## src/rtl/optrap_pkg.sv

```systemverilog
package optrap_pkg;

   typedef enum logic [1:0] {
      POS_FIRST  = 2'd0,
      POS_SECOND = 2'd1,
      POS_THIRD  = 2'd2
   } byte_pos_e;

   function automatic logic pos_is_late(input logic [1:0] pos);
      return pos == POS_THIRD;
   endfunction

endpackage

```

## src/rtl/optrap_detect.sv

```systemverilog
module optrap_detect
   import optrap_pkg::*;
#(
   parameter int PC_W = 16
) (
   input  logic            clk,
   input  logic            rst_n,
   input  logic            fetch_stb,
   input  logic [1:0]      fetch_pos,
   input  logic            ack_m0,
   input  logic            undef_op,
   input  logic [PC_W-1:0] pc,
   output logic            hit_acc,
   output logic            hit_late,
   output logic            trap_req,
   output logic [PC_W-1:0] saved_pc
);

   logic            trap_q;
   logic [PC_W-1:0] pc_q;
   logic            hit_raw;

   assign hit_raw  = undef_op & (fetch_stb | ack_m0);
   assign hit_acc  = hit_raw & ~trap_q;
   assign hit_late = pos_is_late(fetch_pos);

   always_ff @(posedge clk or negedge rst_n) begin
      if (!rst_n) begin
         trap_q <= 1'b0;
         pc_q   <= '0;
      end else begin
         trap_q <= hit_acc;
         if (hit_acc) pc_q <= pc;
      end
   end

   assign trap_req = trap_q;
   assign saved_pc = pc_q;

   assert_follow_R2: assert property (@(posedge clk) disable iff (!rst_n)
      (undef_op && (fetch_stb || ack_m0) && !trap_req) |=> trap_req);

   assert_single_pulse_R2: assert property (@(posedge clk) disable iff (!rst_n)
      trap_req |=> !trap_req);

   assert_no_cause_R3: assert property (@(posedge clk) disable iff (!rst_n)
      !(undef_op && (fetch_stb || ack_m0)) |=> !trap_req);

   assert_pos_legal_R7: assert property (@(posedge clk) disable iff (!rst_n)
      fetch_stb |-> fetch_pos != 2'd3);

endmodule

```

## src/rtl/optrap_csr.sv

```systemverilog
module optrap_csr #(
   parameter int DATA_W   = 8,
   parameter int TRAP_BIT = 7,
   parameter int UFO_BIT  = 6
) (
   input  logic              clk,
   input  logic              rst_n,
   input  logic              set_trap,
   input  logic              set_late,
   input  logic              we,
   input  logic [DATA_W-1:0] wdata,
   output logic [DATA_W-1:0] rdata
);

   logic trap_q;
   logic late_q;
   logic clr_trap;
   logic unused_wbits;

   assign clr_trap     = we & ~wdata[TRAP_BIT];
   assign unused_wbits = ^wdata;

   always_ff @(posedge clk or negedge rst_n) begin
      if (!rst_n) begin
         trap_q <= 1'b0;
         late_q <= 1'b0;
      end else begin
         if (set_trap)      trap_q <= 1'b1;
         else if (clr_trap) trap_q <= 1'b0;
         if (set_trap)      late_q <= set_late;
      end
   end

   for (genvar gi = 0; gi < DATA_W; gi++) begin : g_rbit
      if (gi == TRAP_BIT) begin : g_trap
         assign rdata[gi] = trap_q;
      end else if (gi == UFO_BIT) begin : g_late
         assign rdata[gi] = late_q;
      end else begin : g_zero
         assign rdata[gi] = 1'b0;
      end
   end

   assert_set_wins_R10: assert property (@(posedge clk) disable iff (!rst_n)
      set_trap |=> trap_q);

   assert_sticky_R6: assert property (@(posedge clk) disable iff (!rst_n)
      (trap_q && !(we && !wdata[TRAP_BIT])) |=> trap_q);

   assert_no_self_set_R6: assert property (@(posedge clk) disable iff (!rst_n)
      (!trap_q && !set_trap) |=> !trap_q);

   assert_late_hold_R7: assert property (@(posedge clk) disable iff (!rst_n)
      !set_trap |=> $stable(late_q));

endmodule

```

## src/rtl/optrap_arb.sv

```systemverilog
module optrap_arb #(
   parameter int              PC_W     = 16,
   parameter logic [PC_W-1:0] VEC_ADDR = '0
) (
   input  logic            trap_req,
   input  logic [PC_W-1:0] saved_pc,
   input  logic            irq_req,
   input  logic            ie_flag,
   output logic            push_req,
   output logic [PC_W-1:0] push_pc,
   output logic [PC_W-1:0] trap_vector,
   output logic            irq_take
);

   assign push_req    = trap_req;
   assign push_pc     = saved_pc;
   assign trap_vector = VEC_ADDR;
   assign irq_take    = irq_req & ie_flag & ~trap_req;

endmodule

```

## src/rtl/optrap_ctrl.sv

```systemverilog
module optrap_ctrl #(
   parameter int PC_W     = 16,
   parameter int DATA_W   = 8,
   parameter int TRAP_BIT = 7,
   parameter int UFO_BIT  = 6
) (
   input  logic              clk,
   input  logic              rst_n,
   input  logic              fetch_stb,
   input  logic [1:0]        fetch_pos,
   input  logic              ack_m0,
   input  logic              undef_op,
   input  logic [PC_W-1:0]   pc,
   input  logic              irq_req,
   input  logic              ie_flag,
   input  logic              csr_we,
   input  logic [DATA_W-1:0] csr_wdata,
   output logic [DATA_W-1:0] csr_rdata,
   output logic              trap_req,
   output logic              push_req,
   output logic [PC_W-1:0]   push_pc,
   output logic [PC_W-1:0]   trap_vector,
   output logic              irq_take
);

   localparam logic [PC_W-1:0] RST_VEC = '0;

   if (PC_W < 8) begin : g_chk_pc
      $error("optrap_ctrl: PC_W must be at least 8");
   end
   if (TRAP_BIT >= DATA_W || UFO_BIT >= DATA_W) begin : g_chk_bits
      $error("optrap_ctrl: status bit outside register");
   end
   if (TRAP_BIT == UFO_BIT) begin : g_chk_overlap
      $error("optrap_ctrl: status bits overlap");
   end

   logic            hit_acc;
   logic            hit_late;
   logic            trap_int;
   logic [PC_W-1:0] saved_pc;

   optrap_detect #(.PC_W(PC_W)) u_detect (
      .clk       (clk),
      .rst_n     (rst_n),
      .fetch_stb (fetch_stb),
      .fetch_pos (fetch_pos),
      .ack_m0    (ack_m0),
      .undef_op  (undef_op),
      .pc        (pc),
      .hit_acc   (hit_acc),
      .hit_late  (hit_late),
      .trap_req  (trap_int),
      .saved_pc  (saved_pc)
   );

   optrap_csr #(
      .DATA_W   (DATA_W),
      .TRAP_BIT (TRAP_BIT),
      .UFO_BIT  (UFO_BIT)
   ) u_csr (
      .clk      (clk),
      .rst_n    (rst_n),
      .set_trap (hit_acc),
      .set_late (hit_late),
      .we       (csr_we),
      .wdata    (csr_wdata),
      .rdata    (csr_rdata)
   );

   optrap_arb #(.PC_W(PC_W), .VEC_ADDR(RST_VEC)) u_arb (
      .trap_req    (trap_int),
      .saved_pc    (saved_pc),
      .irq_req     (irq_req),
      .ie_flag     (ie_flag),
      .push_req    (push_req),
      .push_pc     (push_pc),
      .trap_vector (trap_vector),
      .irq_take    (irq_take)
   );

   assign trap_req = trap_int;

   assert_push_pc_R4: assert property (@(posedge clk) disable iff (!rst_n)
      trap_req |-> (push_req && push_pc == $past(pc)));

   assert_trap_prio_R8: assert property (@(posedge clk) disable iff (!rst_n)
      trap_req |-> !irq_take);

   assert_status_on_trap_R6: assert property (@(posedge clk) disable iff (!rst_n)
      trap_req |-> csr_rdata[TRAP_BIT]);

endmodule

```

## config.mk

```make
export PLATFORM = sky130hd
export DESIGN_NAME = optrap_ctrl
export DESIGN_NICKNAME = d
export VERILOG_FILES = /design/src/rtl/optrap_pkg.sv /design/src/rtl/optrap_detect.sv /design/src/rtl/optrap_csr.sv /design/src/rtl/optrap_arb.sv /design/src/rtl/optrap_ctrl.sv
export SDC_FILE = /design/constraint.sdc
export NUM_CORES = 1
export LEC_CHECK = 0
export ABC_AREA = 1
export CORE_ASPECT_RATIO = 0.75
export CORE_MARGIN = 1
export CORE_UTILIZATION = 33
export DETAILED_ROUTE_END_ITERATION = 12
export PLACE_DENSITY_LB_ADDON = 0.15
export SLEW_MARGIN = 5
export SYNTH_ARGS = -nofsm -noshare
export SYNTH_HDL_FRONTEND = slang
export SYNTH_SLANG_ARGS = --single-unit
export TNS_END_PERCENT = 1
```

## constraint.sdc

```tcl
create_clock -name clk -period 1.5 [get_ports clk]
set_input_delay 0.225 -clock clk [delete_from_list [all_inputs] [get_ports clk]]
set_output_delay 0.225 -clock clk [all_outputs]
set_load 0.01 [all_outputs]
```

==> impl_metrics.tcl <==
set metrics [dict create \
    num_io_pins 77 \
    post_dp_cell_area_mm2 0.00138 \
    number_of_buffers_inserted_during_clock_tree_synthesis 3 \
    layout_common_cells "46 x clkdlybuf4s50_1, 36 x nand2_1, 22 x conb_1" \
    fp.dieH_um 49.1 \
    route.vias.total 798 \
    multi_input_area_um2 344 \
    layout.cells.most_common "clkdlybuf4s50_1" \
    start_kind "flip-flop" \
    area_fraction_in_and_or_nand_and_nor_cells_after_synthesis_pct 26.3 \
    vias_in_the_first_global_route 766 \
    dr.pass1.iters 4 \
    timing.critical_path.max_delay_family "buffers and inverters" \
    ctsHtreeMaxLevel 1 \
    grt_max_degree 20 \
    synth_sequential_area_ratio_pct 48.8 \
    setup_repair_after_global_routing_missed_its_margin "false" \
    cp_bufs_invs 1 \
    globalRoute.totalOverflow 0 \
    setup_tns_ns 0 \
    insertedDiodeCount 0 \
    timing.hold.worst.class "in2async" \
    dp.final_hpwl_um 1500 \
    worstSetupPathType "reg2out" \
    whs_ns 0.301 \
    insertion_delay_ns 0.25 \
    max_freq_mhz 708 \
    power.static_leakage_nw 0.733 \
    synth-warning-count 0 \
    total_nets_final 196 \
    sequential_cell_area_um2 475 \
    post_synth_inst_count 113 \
    std_cell_rows 16 \
    setup_ws_ns 0.0873 \
    adder_and_majority_gate_portion_of_the_synthesized_area_pct 0 \
    max-clock-path-buffers 2 \
    ant_nets 0 \
    timing.critical_path.arrival_ns 1.19 \
    drive_above_1_share_pct 6.21 \
    timing.critical_path.to_type "output port" \
    place_worst_setup_slack_ns -0.0656 \
    cts_hold_buf 0 \
    critPathMaxStageDelay_ns 0.55 \
    die_width_um 64.8 \
    wirelength_um 2040 \
    highest_fanout_seen_on_the_critical_path 4 \
    post_drt_via_cell_ratio 4.05 \
    final-setup-viol-count 0 \
    yosys-mux-area-fraction_pct 0 \
    drt-initial-drc-count 10 \
    post_synth_xor_xnor_area_pct 0 \
    fillerInstances 275 \
    routedWlPerCell_um 10.3 \
    timing_max_transition_violations_final 0 \
    worst_setup_hold_path_clk_slew_ns 0.07 \
    synth-compound-area-share_pct 0.513 \
    power.density_mw_per_mm2 985 \
    grt_pass1_wl_um 3350 \
    worst_clock_skew_ns 0.000473 \
    cts_tree "done" \
    gp_congestion 0.624 \
    final.period_utilization_pct 94.2 \
    run_status "finished, final reports clean" \
    final_area_mm2 0.00143 \
    port_buffers 47 \
    synth_cell_type_count 13 \
    mappedNetlistArea_um2 975 \
    finalWorstPathRequiredPeriod_ns 1.41 \
    clkSinkCount 19 \
    clock_tree.root_cell "clkbuf_8" \
    synth_top_family_by_area "simple AND/OR/NAND/NOR gates" \
    worst_path_max_delay_cell "clkdlybuf4s50_1" \
    initial_core_util_pct 36.1 \
    vdd_ir_drop_max_mv 0.486 \
    finalHoldViolCount 0 \
    worstPathCellList "clkdlybuf4s50_1" \
    cp_data_required_time_ns 1.27 \
    grtUsageTotal_pct 13.5 \
    drt_drc_violations_left 0 \
    syn2layout_area_growth_pct 46.9 \
    cap_violations 0 \
    synth_area_per_cell_um2 8.63 \
    synth-seq-cells 19 \
    finalPower_mw 1.41 \
    die_area_mm2 0.00318 \
    floorplan.core_area_mm2 0.00270 \
    grt_antenna_before_repair 0 \
]
routing by layer:
layer  part of all wire [%]  GRT usage [%]  vias to the layer above
met4                      0              0                        0
met2                     49           24.3                       38
met3                    8.6           5.14                        0
met1                     42           16.1                      365
met5                      0              0                        -
li1                       -              -                      395
cell usage after synthesis:
master | count | share of area, %
nand2_4 | 1 | 1.2
buf_6 | 1 | 1.2
nand3_1 | 17 | 8.7
nand2_2 | 1 | 0.64
inv_1 | 6 | 2.3
buf_4 | 26 | 20
dfrtp_1 | 19 | 49
buf_2 | 1 | 0.51
nor2_4 | 1 | 1.2
o21ai_0 | 1 | 0.51
nand2_1 | 36 | 14
nor2_1 | 2 | 0.77
conb_1 | 1 | 0.38
where the power goes:
part	internal, mW	leakage (nW)	switching [mW]
clock	0.188	0.0228	0.164
sequential	0.590	0.235	0.0421
combinational	0.238	0.476	0.188
per-stage QoR:
step                util (%)  cells
floorplan                  -    134
global placement        51.1    192
detailed placement      51.1    192
CTS                     53.0    197
global route            53.0    197
finish                  53.0    197
repair_timing:
action / 4_1_cts / 5_1_grt
hold endpoints to repair: 0 / 0
endpoints found under the setup margin: 1 / 0
gates resized for setup: 1 / 0
buffers inserted: 1 / 0
sequential cells by signal (all words and copies together) (netlist names):
register,flops
u_csr.late_q,1
u_csr.trap_q,1
u_detect.saved_pc,16
u_detect.trap_req,1
cell type report:
type	count	area share, %
sequential	19	33.2
tap	36	3.15
clock buffer	4	3.15
timing repair buffer	51	34.9
multi-input combinational	81	24.0
inverter	6	1.57
kinds of logic (layout without fill, tap and decap cells):
family | count (synthesis) | count (layout)
simple gates | 58 | 58
other cells | 1 | 22
compound gates | 1 | 1
buf+inv | 34 | 61
flops | 19 | 19
final timing paths:
kind                                                        from                                 to  slack, ns  depth (start not counted)
worst max-delay path                 u_detect.trap_req$_DFF_PN0_                           push_req       0.09                          1
worst min-delay path                                       rst_n  u_detect.saved_pc[10]$_DFFE_PN0P_       0.30                          2
worst max register to register       u_detect.trap_req$_DFF_PN0_  u_detect.saved_pc[10]$_DFFE_PN0P_       0.35                          5
worst min register to register  u_detect.saved_pc[7]$_DFFE_PN0P_   u_detect.saved_pc[7]$_DFFE_PN0P_       0.47                          2
max in group asynchronous                                  rst_n           u_csr.late_q$_DFFE_PN0P_       1.00                          2
min in group clk                u_detect.saved_pc[7]$_DFFE_PN0P_   u_detect.saved_pc[7]$_DFFE_PN0P_       0.47                          2
Power figures use the tool's default switching activity.
